$ cat src/rtl/vic_pkg.sv
package vic_pkg;
    localparam int NUM_SRC     = 64;
    localparam int PRIO_W      = 4;
    localparam int DW          = 32;
    localparam int AW          = 12;
    localparam int ID_W        = $clog2(NUM_SRC) + 1;
    localparam int EN_WORDS    = NUM_SRC / DW;
    localparam int TREE_LVLS   = $clog2(NUM_SRC);
    localparam int TREE_LEAVES = 1 << TREE_LVLS;
    localparam int WORD_W      = AW - 3;

    // word indices (byte address / 8)
    localparam int W_RST    = 0;
    localparam int W_GEN    = 1;
    localparam int W_VEC    = 2;
    localparam int W_EOI    = 3;
    localparam int W_ENS0   = 4;
    localparam int W_DIS0   = W_ENS0 + EN_WORDS;
    localparam int W_SETUP0 = 64;
    localparam int SETUP_EDGE_BIT = 8;

    typedef logic [PRIO_W-1:0] prio_t;
    typedef logic [ID_W-1:0]   src_id_t;

    typedef struct packed {
        logic    valid;
        prio_t   prio;
        src_id_t id;
    } cand_t;

    typedef enum logic [2:0] {
        RK_NONE, RK_RST, RK_GEN, RK_VEC, RK_EOI, RK_ENS, RK_DIS, RK_SETUP
    } reg_kind_t;

    typedef struct packed {
        reg_kind_t kind;
        src_id_t   idx;
    } reg_dec_t;

    function automatic cand_t cand_pick(cand_t lo, cand_t hi);
        if (lo.valid && (!hi.valid || lo.prio >= hi.prio)) return lo;
        return hi;
    endfunction

    function automatic reg_dec_t reg_decode(logic [AW-1:0] addr);
        reg_dec_t d;
        int w;
        d.kind = RK_NONE;
        d.idx  = '0;
        w = int'(addr[AW-1:3]);
        if (addr[2:0] == 3'b000) begin
            if (w == W_RST)      d.kind = RK_RST;
            else if (w == W_GEN) d.kind = RK_GEN;
            else if (w == W_VEC) d.kind = RK_VEC;
            else if (w == W_EOI) d.kind = RK_EOI;
            else if (w >= W_ENS0 && w < W_ENS0 + EN_WORDS) begin
                d.kind = RK_ENS;
                d.idx  = src_id_t'(w - W_ENS0);
            end else if (w >= W_DIS0 && w < W_DIS0 + EN_WORDS) begin
                d.kind = RK_DIS;
                d.idx  = src_id_t'(w - W_DIS0);
            end else if (w >= W_SETUP0 && w < W_SETUP0 + NUM_SRC) begin
                d.kind = RK_SETUP;
                d.idx  = src_id_t'(w - W_SETUP0);
            end
        end
        return d;
    endfunction
endpackage

$ cat src/rtl/vic_regs.sv
module vic_regs
    import vic_pkg::*;
(
    input  logic                         clk,
    input  logic                         rst,
    input  logic                         bus_valid,
    input  logic                         bus_write,
    input  logic [AW-1:0]                bus_addr,
    input  logic [DW-1:0]                bus_wdata,
    output logic [DW-1:0]                bus_rdata,
    input  cand_t                        win,
    output logic [NUM_SRC-1:0]           enable,
    output logic [NUM_SRC-1:0]           edge_mode,
    output logic [NUM_SRC-1:0][PRIO_W-1:0] prio,
    output logic                         gen_en,
    output logic [NUM_SRC-1:0]           setup_wr,
    output logic                         soft_clr,
    output logic                         eoi_pulse,
    output logic                         vec_read
);
    reg_dec_t    dec;
    logic        wr;
    logic [DW-1:0] rd_mux;

    assign dec       = reg_decode(bus_addr);
    assign wr        = bus_valid && bus_write;
    assign soft_clr  = wr && (dec.kind == RK_RST) && bus_wdata[0];
    assign eoi_pulse = wr && (dec.kind == RK_EOI);
    assign vec_read  = bus_valid && !bus_write && (dec.kind == RK_VEC);

    always_comb begin
        setup_wr = '0;
        for (int s = 0; s < NUM_SRC; s++)
            if (wr && dec.kind == RK_SETUP && int'(dec.idx) == s) setup_wr[s] = 1'b1;
    end

    always_ff @(posedge clk) begin
        if (rst || soft_clr) begin
            enable    <= '0;
            edge_mode <= '0;
            prio      <= '0;
            gen_en    <= 1'b0;
        end else if (wr) begin
            case (dec.kind)
                RK_GEN: gen_en <= bus_wdata[0];
                RK_ENS: begin
                    for (int k = 0; k < EN_WORDS; k++)
                        if (int'(dec.idx) == k)
                            enable[k*DW +: DW] <= enable[k*DW +: DW] | bus_wdata;
                end
                RK_DIS: begin
                    for (int k = 0; k < EN_WORDS; k++)
                        if (int'(dec.idx) == k)
                            enable[k*DW +: DW] <= enable[k*DW +: DW] & ~bus_wdata;
                end
                RK_SETUP: begin
                    for (int s = 0; s < NUM_SRC; s++)
                        if (setup_wr[s]) begin
                            prio[s]      <= bus_wdata[PRIO_W-1:0];
                            edge_mode[s] <= bus_wdata[SETUP_EDGE_BIT];
                        end
                end
                default: ;
            endcase
        end
    end

    always_comb begin
        rd_mux = '0;
        case (dec.kind)
            RK_GEN: rd_mux[0] = gen_en;
            RK_VEC: rd_mux = win.valid ? DW'(win.id) : DW'(NUM_SRC);
            RK_ENS: begin
                for (int k = 0; k < EN_WORDS; k++)
                    if (int'(dec.idx) == k) rd_mux = enable[k*DW +: DW];
            end
            RK_SETUP: begin
                for (int s = 0; s < NUM_SRC; s++)
                    if (int'(dec.idx) == s) begin
                        rd_mux[PRIO_W-1:0]     = prio[s];
                        rd_mux[SETUP_EDGE_BIT] = edge_mode[s];
                    end
            end
            default: rd_mux = '0;
        endcase
    end

    always_ff @(posedge clk) begin
        if (rst) bus_rdata <= '0;
        else if (bus_valid && !bus_write) bus_rdata <= rd_mux;
        else bus_rdata <= '0;
    end

    // a disable write leaves none of the written bits enabled
    p_w1c_clears_r2: assert property (@(posedge clk) disable iff (rst)
        (wr && dec.kind == RK_DIS && dec.idx == '0)
            |=> ((enable[DW-1:0] & $past(bus_wdata)) == '0));

    // a soft reset leaves the global enable off
    p_soft_clear_r9: assert property (@(posedge clk) disable iff (rst)
        soft_clr |=> (!gen_en && enable == '0));
endmodule

$ cat src/rtl/vic_pending.sv
module vic_pending
    import vic_pkg::*;
(
    input  logic               clk,
    input  logic               rst,
    input  logic               soft_clr,
    input  logic [NUM_SRC-1:0] irq_in,
    input  logic [NUM_SRC-1:0] edge_mode,
    input  logic [NUM_SRC-1:0] setup_wr,
    output logic [NUM_SRC-1:0] pend
);
    logic [NUM_SRC-1:0] src_q;
    logic [NUM_SRC-1:0] src_prev;
    logic [NUM_SRC-1:0] edge_q;
    logic [NUM_SRC-1:0] rise;

    assign rise = src_q & ~src_prev;

    always_ff @(posedge clk) begin
        if (rst || soft_clr) begin
            src_q    <= '0;
            src_prev <= '0;
            edge_q   <= '0;
        end else begin
            src_q    <= irq_in;
            src_prev <= src_q;
            // a new edge wins over a clear by setup rewrite in the same cycle
            edge_q   <= (edge_q & ~setup_wr) | (rise & edge_mode);
        end
    end

    assign pend = (edge_mode & edge_q) | (~edge_mode & src_q);

    // a latched edge survives until its setup word is written
    p_edge_hold_r6: assert property (@(posedge clk) disable iff (rst)
        !soft_clr |=> (($past(edge_q & ~setup_wr) & ~edge_q) == '0));

    // a latch only appears for a line in edge mode that saw a rise
    p_edge_cause_r6: assert property (@(posedge clk) disable iff (rst)
        1'b1 |=> ((edge_q & ~$past(edge_q) & ~$past(rise & edge_mode)) == '0));
endmodule

$ cat src/rtl/vic_arbiter.sv
module vic_arbiter
    import vic_pkg::*;
(
    input  logic                           clk,
    input  logic                           rst,
    input  logic [NUM_SRC-1:0]             pend,
    input  logic [NUM_SRC-1:0]             enable,
    input  logic [NUM_SRC-1:0][PRIO_W-1:0] prio,
    output cand_t                          win
);
    cand_t tree [1:2*TREE_LEAVES-1];

    genvar j;
    generate
        for (j = 0; j < TREE_LEAVES; j++) begin : g_leaf
            if (j < NUM_SRC) begin : g_real
                assign tree[TREE_LEAVES+j] = '{
                    valid: pend[j] && enable[j] && (prio[j] != '0),
                    prio:  prio[j],
                    id:    src_id_t'(j)
                };

                // no candidate beats the winner
                p_win_max_r3: assert property (@(posedge clk) disable iff (rst)
                    tree[TREE_LEAVES+j].valid |-> (win.valid && win.prio >= prio[j]));

                // equal priority resolves to the lower number
                p_tie_low_r3: assert property (@(posedge clk) disable iff (rst)
                    (tree[TREE_LEAVES+j].valid && win.prio == prio[j])
                        |-> (win.id <= src_id_t'(j)));
            end else begin : g_pad
                assign tree[TREE_LEAVES+j] = '0;
            end
        end
        for (j = 1; j < TREE_LEAVES; j++) begin : g_node
            assign tree[j] = cand_pick(tree[2*j], tree[2*j+1]);
        end
    endgenerate

    assign win = tree[1];

    // a winner never carries priority zero
    p_win_nonzero_r4: assert property (@(posedge clk) disable iff (rst)
        win.valid |-> (win.prio != '0));
endmodule

$ cat src/rtl/vic_top.sv
module vic_top
    import vic_pkg::*;
(
    input  logic               clk,
    input  logic               rst,
    input  logic               bus_valid,
    input  logic               bus_write,
    input  logic [11:0]        bus_addr,
    input  logic [31:0]        bus_wdata,
    output logic [31:0]        bus_rdata,
    input  logic [63:0]        irq_in,
    output logic               irq_o
);
    logic [NUM_SRC-1:0]             enable;
    logic [NUM_SRC-1:0]             edge_mode;
    logic [NUM_SRC-1:0][PRIO_W-1:0] prio;
    logic [NUM_SRC-1:0]             setup_wr;
    logic [NUM_SRC-1:0]             pend;
    logic                           gen_en;
    logic                           soft_clr;
    logic                           eoi_pulse;
    logic                           vec_read;
    cand_t                          win;
    logic                           svc_active;
    prio_t                          svc_prio;

    vic_regs u_regs (
        .clk(clk), .rst(rst),
        .bus_valid(bus_valid), .bus_write(bus_write),
        .bus_addr(bus_addr), .bus_wdata(bus_wdata), .bus_rdata(bus_rdata),
        .win(win), .enable(enable), .edge_mode(edge_mode), .prio(prio),
        .gen_en(gen_en), .setup_wr(setup_wr), .soft_clr(soft_clr),
        .eoi_pulse(eoi_pulse), .vec_read(vec_read)
    );

    vic_pending u_pend (
        .clk(clk), .rst(rst), .soft_clr(soft_clr),
        .irq_in(irq_in), .edge_mode(edge_mode), .setup_wr(setup_wr),
        .pend(pend)
    );

    vic_arbiter u_arb (
        .clk(clk), .rst(rst),
        .pend(pend), .enable(enable), .prio(prio), .win(win)
    );

    always_ff @(posedge clk) begin
        if (rst || soft_clr) begin
            svc_active <= 1'b0;
            svc_prio   <= '0;
        end else if (vec_read && win.valid) begin
            svc_active <= 1'b1;
            svc_prio   <= win.prio;
        end else if (eoi_pulse) begin
            svc_active <= 1'b0;
        end
    end

    always_ff @(posedge clk) begin
        if (rst || soft_clr) irq_o <= 1'b0;
        else irq_o <= gen_en && win.valid && (!svc_active || win.prio > svc_prio);
    end

    // with generation off the request stays low
    p_gen_gate_r7: assert property (@(posedge clk) disable iff (rst)
        !gen_en |=> !irq_o);

    // an in-service level blocks equal or lower winners
    p_svc_block_r8: assert property (@(posedge clk) disable iff (rst)
        (svc_active && win.prio <= svc_prio) |=> !irq_o);

    // a valid vector read records the winner's level
    p_vec_ack_r8: assert property (@(posedge clk) disable iff (rst)
        (vec_read && win.valid) |=> (svc_active && svc_prio == $past(win.prio)));
endmodule

$ cat config.mk
export PLATFORM = sky130hd
export DESIGN_NAME = vic_top
export DESIGN_NICKNAME = d
export VERILOG_FILES = /design/src/rtl/vic_pkg.sv /design/src/rtl/vic_regs.sv /design/src/rtl/vic_pending.sv /design/src/rtl/vic_arbiter.sv /design/src/rtl/vic_top.sv
export SDC_FILE = /design/constraint.sdc
export NUM_CORES = 2
export LEC_CHECK = 0
export BUFFER_PORTS_ARGS = -buffer_cell sky130_fd_sc_hd__buf_2
export CORE_MARGIN = 2
export CORE_UTILIZATION = 60
export DETAILED_ROUTE_END_ITERATION = 7
export PLACE_DENSITY_LB_ADDON = 0.12
export SLEW_MARGIN = 15
export SYNTH_ARGS = -nofsm -noshare
export SYNTH_HDL_FRONTEND = slang
export SYNTH_SLANG_ARGS = --single-unit
$ cat constraint.sdc
create_clock -name clk -period 15.3 [get_ports clk]
set_input_delay 1.53 -clock clk [delete_from_list [all_inputs] [get_ports clk]]
set_output_delay 1.53 -clock clk [all_outputs]
set_load 0.02 [all_outputs]
# Word level (Yosys, flattened, before mapping)
# Index checks and enable logic that the tools add are counted.
dict set report word_totals {
  register_bits 615
  inputBits 112
  out_inout_bits 33
  word_cells 1247
}
dict set report op_classes {
  n_addsub 3
  n_lt_le_gt_ge 70
  n_eq_ne 77
  n_mux 408
  n_bitwise 16
  n_reduce_logical 535
}
# operator n
set ops {}
lappend ops {{$mux W12} 126}
lappend ops {{$and A64 B64 Y64} 5}
lappend ops {{$logic_and A1 B1 Y1} 268}
lappend ops {{$mux W4} 64}
lappend ops {{$reduce_bool A4 Y1} 64}
lappend ops {{$ge A4 B4 Y1} 63}
lappend ops {{$eq A7 B7 Y1 const B} 32}
lappend ops {{$mux W1} 193}
lappend ops {{$mux W32} 6}
lappend ops {{$not A64 Y64} 3}
lappend ops {{$reduce_and A3 Y1} 64}
lappend ops {{$or A64 B64 Y64} 2}
lappend ops {{$pmux W64 S2} 1}
lappend ops {{$eq A7 B6 Y1 const B} 16}
lappend ops {{$logic_not A1 Y1} 65}
lappend ops {{$logic_or A1 B1 Y1} 65}
lappend ops {{$and A32 B32 Y32} 2}
lappend ops {{$or A32 B32 Y32} 2}
lappend ops {{$eq A7 B5 Y1 const B} 8}
lappend ops {{$pmux W23 S2} 1}
lappend ops {{$mux W10} 4}
lappend ops {{$mux W7} 5}
lappend ops {{$not A32 Y32} 1}
lappend ops {{$eq A7 B4 Y1 const B} 4}
lappend ops {{other kinds (29)} 45}

# Longest topological paths before layout
dict set report logic_depth {
  word_depth 76
  mapped_depth 59
  ltp_nobuf 56
}

# Cells and area by module
# From an unflattened synthesis, not the netlist that was laid out.
dict set report unflattened {
  cells_unflattened 4862
  hier_area_um2 39309.0
}
# mod instances cells_each area_per_inst_um2 seq_area_each_um2
set by_module_without_submodules {}
lappend by_module_without_submodules {vic_regs 1 2621 20283.2 8348.0}
lappend by_module_without_submodules {vic_arbiter 1 1604 11669.9 0.0}
lappend by_module_without_submodules {vic_pending 1 599 7040.5 3843.7}
lappend by_module_without_submodules {vic_top 1 38 315.3 120.1}

# Least setup slack after synthesis
# OpenSTA, ideal clock, no wires.
dict set report synth_timing {
  path_kind {register to register}
  start {register u_regs.prio[248] (netlist bit)}
  end {register irq_o}
  setup_ns 0.128
  arrival_ns 10.873
  t_required_ns 15.172
  path_slack_ns 4.299
  path_stages_with_launch 58
  n_path_buf 2
  period_less_slack_ns 11.001
  path_cell_list {dfxtp_1 > inv_1 > ha_1 > nand2b_1 > a21o_1 > a21oi_1 > nor2b_1 > o41ai_1 > mux2i_1 > inv_1 > ha_1 > nand2b_1 > a21o_1 > a21oi_1 > nor2b_1 > o31ai_1 > mux2_2 > inv_1 > (+22 left out) > buf_1 > mux2i_1 > ha_1 > nand2b_1 > a21o_1 > a21o_1 > a21oi_1 > a21oi_1 > clkbuf_1 > mux2_2 > ha_1 > nor2b_1 > o21ai_0 > nand2b_1 > a21oi_1 > o21ai_0 > nand3_1 > nor2_1}
}
# item line_no
set synth_rtl {}
lappend synth_rtl {{start: declaration} vic_regs.sv:14} ;# output logic [NUM_SRC-1:0][PRIO_W-1:0] prio,
lappend synth_rtl {{start signal: indexed assignment} vic_regs.sv:59} ;# prio[s] <= bus_wdata[PRIO_W-1:0];
lappend synth_rtl {{end signal: assignment} vic_top.sv:61} ;# else irq_o <= gen_en && win.valid && (!svc_active || win.prio > svc_prio);
lappend synth_rtl {{end: declaration} vic_top.sv:12} ;# output logic irq_o

==> reports/summary.txt <==
Vias in the first global route: 33,814
Longest Clk Path Bufs: 3
Ports: 145
DRC Markers: 0
Area Growth Syn to Fin: 10.5%
Worst skew pair latency: 650 ps
1st-pass router iterations: 7
Final setup viols: 0
Seq cells post-synth: 615
WL final: 142,000 um
Layout cells sized above 1: 0.0978
Die Area: 64,200 um^2
Leakage Power: 16.8 nW
Hold Crit Depth: 2
Asr flop ratio synth: 0
RSZ-0062 raised after global routing: false
Startpoint Class: flop
Port bufs: 144
Crit-path max FO: 13
Setup TNS: 0 ps
Crit share post-route: 0.835
Clk slew on worst S/H paths: 60 ps
CTS resizes: 0
CTS Buf Count: 67
Worst R2R Start: u_regs.prio[64]$_SDFFE_PP0P_
Minimum clock period after layout: 12,780 ps
First-pass GRT wire length: 211,000 um
Area contributors post-synth: dfxtp_1, mux2i_1, ha_1
Clock skew: 21.9 ps
R2R cell count: 53
Synth area leader: dfxtp_1
Grt total ovfl: 0
DR vias/cell: 6.51
Via count: 36,389
Fin nets: 5,074
Crit path top cell by count: a21o_1
Crit path kind: reg -> reg
Achievable frequency: 78.2 MHz
Core ar.: 61,600 um^2
Fin. Hold Viols: 0
Final ANT Viol Nets: 0
Yosys cell types: 94
Sequential share of the synthesized area: 0.330
Crit. End Element: flop
Crit path max-delay cell type: a21oi_1
Starting DRT DRC Count: 4,450
Synthesized area: 37,300 um^2
Worst min-delay path category: reg -> reg
# fillers: 5,317
Initial Utilization: 0.606
Max_slew headroom: 0.0597
Gate Count Post-Synth: 4,645
PD cells: 84.8 nW/um^2
Routed len/inst: 25.4 um
Top FF cell, synth: dfxtp_1
Synth Area per Inst: 8.03 um^2
Largest net degree at the start of global routing: 101
Cell with the most instances after synthesis: nand2_1
Initial antenna violation count: 8
Die width: 253 um
Post-synth top area share: 0.330
Row cnt: 91
Die Height: 253 um
Total track usage: 0.435
Hold_buf cts: 0
Syn. warnings: 0
CTS tree: built
Post-synth EDFFs: 0
Max Slew Vio Count: 0
Hold Startpoint: u_pend.edge_q[23]$_SDFF_PP0_
Worst Max-Slew Pin Slew: 1400 ps
CP required: 15,790 ps
WHS Endpoint: u_pend.edge_q[23]$_SDFF_PP0_
Total chip power: 0.00350 W
Arr. time, crit path: 13,270 ps
VDD IR max: 0.0000922 V
Critical R2R Capture: irq_o$_SDFF_PP0_
Sequential standard cell area: 12,300 um^2
CTS H-tree depth: 3
Max stage delay on crit path: 870 ps
Clk sinks: 615
Worst reg2reg setup slack: 2520 ps
Status: finished, final reports clean
Root Driver: clkbuf_16
Postcts setup bufs: 0
Commonest cells in the netlist: nand2_1, dfxtp_1, nor2_1
GPL Wtd Cong: 1.08
Max-cap check violation count: 0
Post-DP HPWL: 103,000 um
Area occupied by multi-input gates: 23,200 um^2
Syn Nets: 5,017
-- final cells by class --
type,count,share of cell area
multi-input combinational,3514,0.561
sequential,615,0.299
clock buffer,95,0.0484
timing repair buffer,214,0.0302
inverter,290,0.0264
tap,837,0.0254
clock inverter,26,0.00938
antenna,3,0.000182
-- kinds of logic after synthesis --
kind of cell | after synthesis | synth area share
and+or+nand+nor | 1777 | 0.222
AOI/OAI and AO/OA | 967 | 0.169
DFF | 615 | 0.330
buffers and inverters | 516 | 0.0532
muxes | 507 | 0.139
adders and majority gates | 260 | 0.0872
xor gates and xnor gates | 3 | 0.000704
-- worst max-delay path: cells and delay by family (launching register included) --
family	cells	cell delay, ps
buffers and inverters	4	300
adders and majority gates	7	2020
and+or+nand+nor	12	1260
AOI/OAI and AO/OA	24	5990
DFF	1	430
muxes	6	2630
-- worst max path at each step --
stage                             startpoint                to  depth (start not counted)
2_1_floorplan  u_regs.prio[248]$_SDFFE_PP0P_  irq_o$_SDFF_PP0_                         57
3_3_place_gp   u_regs.prio[232]$_SDFFE_PP0P_  irq_o$_SDFF_PP0_                         54
3_5_place_dp   u_regs.prio[232]$_SDFFE_PP0P_  irq_o$_SDFF_PP0_                         54
4_1_cts        u_regs.prio[232]$_SDFFE_PP0P_  irq_o$_SDFF_PP0_                         54
5_1_grt         u_regs.prio[64]$_SDFFE_PP0P_  irq_o$_SDFF_PP0_                         55
6_report        u_regs.prio[64]$_SDFFE_PP0P_  irq_o$_SDFF_PP0_                         53
-- where the power goes --
part	internal, W	leakage (nW)	switching [W]
Combinational	0.0000343	10.7	0.0000970
Sequential	0.00162	4.98	0.00000987
Clock	0.00102	1.16	0.000716
Total	0.00267	16.8	0.000823
-- stage by stage --
stage          utilization  cell area, um^2  instances  setup slack (ps)  hold WS [ps]
2_1_floorplan            -            37300       4645              4300           435
3_3_place_gp         0.630            38800       5470              3020           458
3_5_place_dp         0.630            38800       5470              2750           465
4_1_cts              0.669            41200       5591              2700           477
5_1_grt              0.669            41200       5591              1660           492
6_report             0.669            41200       5594              2520           477
-- metal layers --
metal / wire (um) / track usage / up-vias
met1: 56500 / 0.576 / 17044
li1: - / - / 16495
met5: 42 / 0 / -
met3: 18400 / 0.126 / 541
met2: 57500 / 0.628 / 2303
met4: 9760 / 0.253 / 6
-- placed cells by master (no fill, tap or decap), types with 79 or more instances in the layout --
master    instances
nand2_1         622
dfxtp_1         615
nor2_1          481
mux2i_1         432
a21oi_1         402
inv_1           290
ha_1            260
nand3_1         182
and2_1          145
buf_2           144
o21ai_0          97
nand2b_1         79
No activity file was read; power rests on OpenSTA's default activity.
